[src/rtl/ref_multiplier.sv]
module ref_multiplier #(
  parameter int RW       = 16,
  parameter int FRAC     = 8,
  parameter int NOM_FX   = 333333,
  parameter int MIN_FX   = 300000,
  parameter int MAX_FX   = 370000,
  parameter int KP_SH    = 7,
  parameter int KI_SH    = 10,
  parameter int STEP_FX  = 64,
  parameter int LOCK_TH  = 8,
  parameter int LOCK_RUN = 8,
  parameter int DIV_A    = 3,
  parameter int DIV_B    = 16
) (
  input  logic clk,
  input  logic rst_n,
  input  logic ref_in,
  output logic mult_out,
  output logic period_tick,
  output logic locked
);
  localparam int FW  = RW + FRAC;
  localparam int EW  = RW + 7;
  localparam int SW  = FW + EW + 2;
  localparam int NOM_INT = NOM_FX >> FRAC;
  localparam int AW  = (DIV_A > 1) ? $clog2(DIV_A) : 1;
  localparam int BW  = (DIV_B > 1) ? $clog2(DIV_B) : 1;
  localparam int LW  = $clog2(LOCK_RUN + 1);
  localparam logic [EW-1:0] WIN = EW'(DIV_A * DIV_B * NOM_INT);
  localparam logic signed [SW-1:0] MIN_S  = SW'(MIN_FX);
  localparam logic signed [SW-1:0] MAX_S  = SW'(MAX_FX);
  localparam logic signed [SW-1:0] STEP_S = SW'(STEP_FX);
  localparam logic [EW:0] TH = (EW+1)'(LOCK_TH);

  typedef enum logic [1:0] {PD_IDLE, PD_WAIT_FB, PD_WAIT_REF} pd_t;

  logic [2:0]       ref_sr;
  logic             ref_rise;
  logic [FW-1:0]    reload_q, integ_q;
  logic [FRAC-1:0]  frac_q;
  logic [FRAC:0]    frac_sum;
  logic [RW-1:0]    cnt_q;
  logic             roll, rise_evt;
  logic [AW-1:0]    d3_q;
  logic [BW-1:0]    d16_q;
  logic             fb_q;
  pd_t              pd_st;
  logic [EW-1:0]    pc_q;
  logic             meas_v;
  logic signed [EW:0] meas_e;
  logic [EW:0]      meas_mag;
  logic [LW-1:0]    run_q;

  always_ff @(posedge clk)
    if (!rst_n) ref_sr <= '0;
    else        ref_sr <= {ref_sr[1:0], ref_in};

  assign ref_rise = ref_sr[1] & ~ref_sr[2];

  assign frac_sum = {1'b0, frac_q} + {1'b0, reload_q[FRAC-1:0]};
  assign roll     = (cnt_q == '0);
  assign rise_evt = roll & ~mult_out;

  always_ff @(posedge clk) begin
    if (!rst_n) begin
      cnt_q       <= RW'(NOM_INT - 1);
      frac_q      <= '0;
      mult_out    <= 1'b0;
      period_tick <= 1'b0;
    end else begin
      period_tick <= rise_evt;
      if (roll) begin
        cnt_q    <= reload_q[FW-1:FRAC] + {{(RW-1){1'b0}}, frac_sum[FRAC]} - RW'(1);
        frac_q   <= frac_sum[FRAC-1:0];
        mult_out <= ~mult_out;
      end else begin
        cnt_q <= cnt_q - RW'(1);
      end
    end
  end

  always_ff @(posedge clk) begin
    if (!rst_n) begin
      d3_q  <= '0;
      d16_q <= '0;
      fb_q  <= 1'b0;
    end else begin
      fb_q <= 1'b0;
      if (rise_evt) begin
        if (d3_q == AW'(DIV_A - 1)) begin
          d3_q <= '0;
          if (d16_q == BW'(DIV_B - 1)) begin
            d16_q <= '0;
            fb_q  <= 1'b1;
          end else begin
            d16_q <= d16_q + BW'(1);
          end
        end else begin
          d3_q <= d3_q + AW'(1);
        end
      end
    end
  end

  always_ff @(posedge clk) begin
    if (!rst_n) begin
      pd_st  <= PD_IDLE;
      pc_q   <= '0;
      meas_v <= 1'b0;
      meas_e <= '0;
    end else begin
      meas_v <= 1'b0;
      case (pd_st)
        PD_IDLE: begin
          pc_q <= EW'(1);
          if (ref_rise && fb_q) begin
            meas_v <= 1'b1;
            meas_e <= '0;
          end else if (ref_rise) pd_st <= PD_WAIT_FB;
          else if (fb_q)         pd_st <= PD_WAIT_REF;
        end
        PD_WAIT_FB: begin
          if (fb_q) begin
            meas_v <= 1'b1;
            meas_e <= $signed({1'b0, pc_q});
            pd_st  <= PD_IDLE;
          end else if (ref_rise) pc_q <= EW'(1);
          else if (pc_q == WIN)  pd_st <= PD_IDLE;
          else                   pc_q <= pc_q + EW'(1);
        end
        PD_WAIT_REF: begin
          if (ref_rise) begin
            meas_v <= 1'b1;
            meas_e <= -$signed({1'b0, pc_q});
            pd_st  <= PD_IDLE;
          end else if (fb_q)     pc_q <= EW'(1);
          else if (pc_q == WIN)  pd_st <= PD_IDLE;
          else                   pc_q <= pc_q + EW'(1);
        end
        default: pd_st <= PD_IDLE;
      endcase
    end
  end

  function automatic logic signed [SW-1:0] clampv(input logic signed [SW-1:0] v,
                                                  input logic signed [SW-1:0] lo,
                                                  input logic signed [SW-1:0] hi);
    return (v < lo) ? lo : ((v > hi) ? hi : v);
  endfunction

  logic signed [SW-1:0] e_sc, p_term, i_raw, i_term, i_next, r_next;
  assign e_sc   = SW'(meas_e) <<< FRAC;
  assign p_term = e_sc >>> KP_SH;
  assign i_raw  = e_sc >>> KI_SH;
  assign i_term = clampv(i_raw, -STEP_S, STEP_S);
  assign i_next = clampv($signed({{(SW-FW){1'b0}}, integ_q}) - i_term, MIN_S, MAX_S);
  assign r_next = clampv(i_next - p_term, MIN_S, MAX_S);

  always_ff @(posedge clk) begin
    if (!rst_n) begin
      integ_q  <= FW'(NOM_FX);
      reload_q <= FW'(NOM_FX);
    end else if (meas_v) begin
      integ_q  <= FW'(i_next);
      reload_q <= FW'(r_next);
    end
  end

  assign meas_mag = meas_e[EW] ? EW'(-meas_e) : EW'(meas_e);

  always_ff @(posedge clk) begin
    if (!rst_n) begin
      run_q  <= '0;
      locked <= 1'b0;
    end else if (meas_v) begin
      if (meas_mag < TH) begin
        if (run_q == LW'(LOCK_RUN - 1)) locked <= 1'b1;
        else                            run_q  <= run_q + LW'(1);
      end else begin
        run_q  <= '0;
        locked <= 1'b0;
      end
    end
  end
endmodule

[config.mk]
export PLATFORM = sky130hd
export DESIGN_NAME = ref_multiplier
export DESIGN_NICKNAME = d
export VERILOG_FILES = /design/src/rtl/ref_multiplier.sv
export SDC_FILE = /design/constraint.sdc
export NUM_CORES = 1
export LEC_CHECK = 0
export ABC_AREA = 0
export BUFFER_PORTS_ARGS = -buffer_cell sky130_fd_sc_hd__buf_4
export CAP_MARGIN = 30
export CORE_ASPECT_RATIO = 1.75
export CORE_MARGIN = 3
export CORE_UTILIZATION = 35
export CTS_CLUSTER_DIAMETER = 150
export CTS_CLUSTER_SIZE = 30
export DETAILED_ROUTE_END_ITERATION = 10
export SKIP_CTS_REPAIR_TIMING = 1
export SYNTH_ARGS = -nofsm -noshare
export SYNTH_HDL_FRONTEND = slang
export SYNTH_SLANG_ARGS = --single-unit
[constraint.sdc]
create_clock -name clk -period 10.6 [get_ports clk]
set_input_delay 1.59 -clock clk [delete_from_list [all_inputs] [get_ports clk]]
set_output_delay 1.59 -clock clk [all_outputs]
set_load 0.03 [all_outputs]
==> metrics.md, run 1 <==
| Metric | Value |
|---|---|
| First-pass GRT wire length | 62,740 um |
| FF-to-FF path depth | 30 |
| Switch Pwr | 0.3359 mW |
| Tmin final | 9937 ps |
| Async SR Flop Fraction | 0 |
| RSZ-0062 raised after global routing | no |
| FF+latch area | 2783 um2 |
| Final wirelength | 39,550 um |
| Cell type contributing the most total cell area after synthesis | dfxtp_1 |
| Fill count | 3,753 |
| Total grt overflow | 0 |
| P per Cell Area | 93.48 nW/um2 |
| Die area | 38,400 um2 |
| Die Width | 149.4 um |
| Clock Skew | 12.17 ps |
| CP bufs+invs | 0 |
| Die H | 257.0 um |
| Sequential cell fraction of total power | 0.413 |
| Worst-Margin Slew | 825.5 ps |
| Final Max Tran Viols | 0 |
| Critical path required time | 10,860 ps |
| Area Overhead vs Synth | 8.212% |
| Clk_lat worst skew | 430 ps |
| Yosys warns | 0 |
| Most frequent cells in the layout | nor2_1 (186), nand2_1 (179), a21oi_1 (152) |
| Crit path arrival time | 10,200 ps |
| Post-DP HPWL | 31,330 um |
| Synthesized area | 12,600 um2 |
| Leak pwr | 5.129 nW |
| Total number of vias | 12,680 |
| Vias per cell | 5.750 |
| Internal Dissipation | 0.9386 mW |
| Sw frac | 0.2635 |
| Routability cong. | 0.9638 |
| Delay-heaviest family, CP | compound AO/OA/AOI/OAI gates |
| Vias in the first global route | 12,470 |
| Root Driver | clkbuf_16 |
| Io pins | 6 |
| Crit-path max cell delay | 710 ps |
| GRT Total Usage | 0.2019 |
| Setup Viol. Count Final | 0 |
| DRC viols | 0 |
| DR iter-0 viols | 631 |
| Largest net degree at the start of global routing | 71 |
| Final ANT Viol Nets | 0 |
| Hold-critical path depth | 1 |
| Top cell type's share of synthesized area | 0.2209 |
| Share of cells above drive strength 1 | 0.06092 |
| Ant. Diodes | 0 |
| Ranking of synthesized cells by area | dfxtp_1 (22%), ha_1 (9.0%), a21oi_1 (6.0%), nor2_1 (5.5%), nand2_1 (5.3%) |
| Relative slew slack | 0.4446 |
| Post-synth EDFFs | 0 |
| Maximum vdd drop | 0.1061 mV |
| Comb power frac | 0.101 |
| Core ar. | 35,410 um2 |
| Max capacitance violation total | 0 |
| Most common cell after layout, fill and taps aside | nor2_1 |
| Row cnt | 91 |
| Clk buf depth | 2 |
| Final Instance Area | 13,630 um2 |
| Setup_tns | 0 ps |
| Multi-input gate area | 9215 um2 |
| Final net count | 1,824 |
| Drt pass-1 iters | 5 |
| CTS Sinks | 139 |
| CP Launch Type | flip-flop |
| Run status | completed |
| Max frequency | 100.6 MHz |
| Mapped Cells | 1,750 |
| CP max FO | 14 |
| IO buf count | 5 |
| Hold WC Path Type | reg2reg |
| Yosys reg bits | 139 |
| Max stage delay cell, worst path | o41ai_1 |
| WL/cell | 17.94 um |
| Post-DP Area | 13,020 um2 |
| Ys flop type | dfxtp_1 |
| CTS tree | built |
| Fin. Hold Viols | 0 |
| CP Depth | 30 |
| Crit Path Class | reg2reg |
| Final period util | 0.9375 |
| Netlist cell types | 92 |
| Avg Cell Area, Syn | 7.200 um2 |
| Cts bufs inserted | 17 |
| Initial antenna violation count | 0 |
| Setup crit end kind | flip-flop |
| Clock transition at path regs | 70 ps |
| Htree depth | 4 |
| Clock Power Share | 0.485 |
| Initial Utilization | 0.3558 |
| Post-synthesis sequential area ratio | 0.2209 |
## layer usage
metal  track usage  vias to the layer above  wire (um)
met5             0                        -          0
met4        0.1392                        0       2777
met3       0.01956                      140        948
met2        0.3956                      298      21540
met1        0.1906                     5946      14290
li1              -                     6295          -
## path summary, 6_finish.rpt
| check | start | slack (ps) | endpoint |
|---|---|---|---|
| setup / recovery | meas_e[3] | 660 | reload_q[8] |
| hold / removal | ref_sr[0] | 430 | ref_sr[1] |
| setup reg to reg | meas_e[3] | 660 | reload_q[8] |
| hold reg to reg | ref_sr[0] | 430 | ref_sr[1] |
## area by class of cell
cell class / count / area share
sequential: 139 / 0.2041
inverter: 83 / 0.02285
clock inverter: 11 / 0.009727
tap: 465 / 0.04267
multi-input combinational: 1468 / 0.6759
clock buffer: 21 / 0.03450
timing repair buffer: 18 / 0.01028
## through the flow
stage | hold WS, ps | setup WS [ps] | std cells | power, mW | utilization
after global placement | 421.4 | 1062 | 2172 | 0.6575 | 0.3677
after global routing | 441.9 | 69.46 | 2205 | 1.317 | 0.3850
after floorplan | 411.9 | 2686 | 1779 | 0.6341 | -
after detailed placement | 431.8 | 827.7 | 2172 | 0.6579 | 0.3677
final | 427.1 | 662.7 | 2205 | 1.275 | 0.3850
after CTS | 429.7 | 820.9 | 2204 | 1.276 | 0.3847
## cell families (layout without fill, tap and decap cells)
group	after synthesis	after routing	share of synthesized area
other	2	31	0.0005961
buffers and inverters	172	133	0.05641
XOR/XNOR	93	93	0.06465
adder cells (fa/ha/maj)	94	94	0.09513
AO/OA/AOI/OAI	547	547	0.2824
multiplexers	14	14	0.01172
flip-flops	139	139	0.2209
AND/OR/NAND/NOR	689	689	0.2682
## state kept, by name (all words and copies together), names as in the netlist, 2 cells and up
register	flops
reload_q	24
pd_st	2
meas_e	24
integ_q	24
d3_q	2
ref_sr	3
d16_q	4
run_q	4
pc_q	23
cnt_q	16
frac_q	8
## cells in the mapped netlist, types with 27 or more instances
cell and n:
a21o_1 29, a21oi_1 152, and3_1 27, clkbuf_1 60
dfxtp_1 139, ha_1 91, inv_1 82, nand2_1 179
nand3_1 38, nand4_1 35, nor2_1 186, nor3_1 60
o21ai_0 123, or3_1 36, xnor2_1 40, xor2_1 53
## worst reg2reg max path, delay by kind of cell, from the launching register on
family	cells	cell delay [ps]
simple gates	13	3880
xor+xnor	1	150
flops	1	350
fa+ha+maj	2	880
compound gates	14	4490
## power by group through the flow
stage / sequential (mW) / clock [mW] / combinational, mW
final: 0.527 / 0.619 / 0.129
after global routing: 0.527 / 0.647 / 0.142
after CTS: 0.527 / 0.629 / 0.120
after detailed placement: 0.539 / 0 / 0.119
after global placement: 0.539 / 0 / 0.119
after floorplan: 0.538 / 0 / 0.0960
Note: power is estimated with default switching activity, not from simulation.
==> run 2, diff against run 1 <==
CORE_UTILIZATION = 30   (was 35)
==> metrics.md, run 2 (synthesis gave the netlist of run 1 again) <==
| Metric | Value |
|---|---|
| Htree depth | 4 (unchanged) |
| Tmin final | 9799 ps (was 9937 ps) |
| Io pins | 6 (unchanged) |
| Initial Utilization | 0.3058 (was 0.3558) |
| RSZ-0062 raised after global routing | no (unchanged) |
| Most common cell after layout, fill and taps aside | nor2_1 (unchanged) |
| Root Driver | clkbuf_16 (unchanged) |
| Total grt overflow | 0 (unchanged) |
| Final net count | 1,822 (was 1,824) |
| Largest net degree at the start of global routing | 53 (was 71) |
| Drt pass-1 iters | 5 (unchanged) |
| Maximum vdd drop | 0.08487 mV (was 0.1061 mV) |
| Leak pwr | 5.095 nW (was 5.129 nW) |
| Core ar. | 41,200 um2 (was 35,410 um2) |
| Clock Skew | 12.45 ps (was 12.17 ps) |
| Final period util | 0.9244 (was 0.9375) |
| First-pass GRT wire length | 63,480 um (was 62,740 um) |
| Comb power frac | 0.102 (was 0.101) |
| Routability cong. | 0.9756 (was 0.9638) |
| Final Max Tran Viols | 0 (unchanged) |
| Met3 Wirelength | 865 um (was 948 um) |
| GRT Total Usage | 0.1734 (was 0.2019) |
| Max stage delay cell, worst path | or4_1 (was o41ai_1) |
| Crit Path Class | reg2reg (unchanged) |
| Post-DP HPWL | 31,290 um (was 31,330 um) |
| Switch Pwr | 0.3266 mW (was 0.3359 mW) |
| Setup crit end kind | flip-flop (unchanged) |
| CP Launch Type | flip-flop (unchanged) |
| Top sig layer | met4 (unchanged) |
| Vias per cell | 5.580 (was 5.750) |
| Share of cells above drive strength 1 | 0.06045 (was 0.06092) |
| Flop2flop setup slack | 800 ps (was 660 ps) |
| Max frequency | 102.1 MHz (was 100.6 MHz) |
| Total power | 1.260 mW (was 1.275 mW) |
| Sw frac | 0.2591 (was 0.2635) |
| Crit-path max cell delay | 620 ps (was 710 ps) |
| Max capacitance violation total | 0 (unchanged) |
| Setup_tns | 0 ps (unchanged) |
| Crit path arrival time | 10,070 ps (was 10,200 ps) |
| Total number of vias | 12,760 (was 12,680) |
| Relative slew slack | 0.3684 (was 0.4446) |
| Cts bufs inserted | 17 (unchanged) |
| Clock Power Share | 0.479 (was 0.485) |
| Area Overhead vs Synth | 8.858% (was 8.212%) |
| Inst Count DP | 2,256 (was 2,172) |
| P per Cell Area | 91.90 nW/um2 (was 93.48 nW/um2) |
| Fin. Hold Viols | 0 (unchanged) |
| DR iter-0 viols | 784 (was 631) |
| DRC viols | 0 (unchanged) |
| Final ANT Viol Nets | 0 (unchanged) |
| Met1 WL | 14,450 um (was 14,290 um) |
| Ant. Diodes | 0 (unchanged) |
| CTS Sinks | 139 (unchanged) |
| Die Width | 160.9 um (was 149.4 um) |
| Clock transition at path regs | 60 ps (was 70 ps) |
| Final wirelength | 39,610 um (was 39,550 um) |
| CP max FO | 14 (unchanged) |
| Setup ws final | 801.0 ps (was 662.7 ps) |
| IO buf count | 5 (unchanged) |
| Most frequent cells in the layout | nor2_1 (186), nand2_1 (179), a21oi_1 (152) (unchanged) |
| Hold WC Path Type | reg2reg (unchanged) |
| Clk_lat worst skew | 440 ps (was 430 ps) |
| Clk buf depth | 2 (unchanged) |
| Row cnt | 98 (was 91) |
| Die area | 44,590 um2 (was 38,400 um2) |
| CTS tree | built (unchanged) |
| Initial antenna violation count | 0 (unchanged) |
| Top flop regs | integ_q: 24 flops, meas_e: 24 flops, reload_q: 24 flops (unchanged) |
| Sequential cell fraction of total power | 0.418 (was 0.413) |
| Worst-Margin Slew | 947.4 ps (was 825.5 ps) |
| Setup Viol. Count Final | 0 (unchanged) |
| Non-filler cells, final | 2,287 (was 2,205) |
| Run status | completed (unchanged) |
| WL/cell | 17.32 um (was 17.94 um) |
| Die H | 277.1 um (was 257.0 um) |
| Internal Dissipation | 0.9338 mW (was 0.9386 mW) |
| Critical path required time | 10,870 ps (was 10,860 ps) |
| Vias in the first global route | 12,470 (about the same) |
| Dpl ws | 616.5 ps (was 827.7 ps) |
| Metal2 WL | 21,620 um (was 21,540 um) |
## run 2: cell types whose count changed in the layout (fill, tap and decap cells not counted)
cell,previous run,this run
o41ai_2,0,1
inv_6,3,1
inv_8,1,0
dlymetal6s2s_1,1,0
clkinvlp_4,1,2
o41ai_1,4,3
buf_6,0,1
buf_4,17,15
clkinv_2,2,3
## run 2: per-stage QoR
stage | cell area [um2] | util | hold slack [ps]
2_1_floorplan | 12710 | - | 411.9
3_3_place_gp | 13100 | 0.3180 | 418.9
3_5_place_dp | 13120 | 0.3185 | 430.0
4_1_cts | 13710 | 0.3327 | 446.8
5_1_grt | 13720 | 0.3329 | 458.6
6_report | 13720 | 0.3329 | 439.8
## run 2: cell type report
| cell class | instances | area [um2] |
|---|---|---|
| fillers | 4499 | 27480 |
| multi-input cells | 1468 | 9223 |
| flip-flops and latches | 139 | 2783 |
| well taps | 550 | 688.2 |
| clock buffers | 21 | 470.5 |
| inverters | 83 | 311.5 |
| repair buffers | 16 | 123.9 |
| clock inverters | 10 | 116.4 |
## run 2: per-layer routing
layer | vias up | global-route usage
met3 | 123 | 0.01616
li1 | 6297 | -
met4 | 0 | 0.1128
met5 | - | 0
met2 | 305 | 0.3415
met1 | 6037 | 0.1678
## run 2: worst max-delay path: cells and delay by family, from the launching register on
family | cells | cell delay (ps)
xor+xnor | 1 | 140
fa+ha+maj | 2 | 770
flops | 1 | 340
compound gates | 15 | 4880
simple gates | 12 | 3500
## run 2: worst paths after layout
kind,cells after the start,to,startpoint
worst min register to register,1,ref_sr[1],ref_sr[0]
worst max register to register,30,reload_q[8],meas_e[3]
worst max-delay path,30,reload_q[8],meas_e[3]
worst min-delay path,1,ref_sr[1],ref_sr[0]
## run 2: power groups by stage
stage               clock network [mW]  registers [mW]  logic [mW]
floorplan                            0           0.538      0.0960
global placement                     0           0.538       0.118
detailed placement                   0           0.539       0.119
CTS                              0.617           0.527       0.120
global route                     0.632           0.527       0.143
finish                           0.604           0.527       0.129
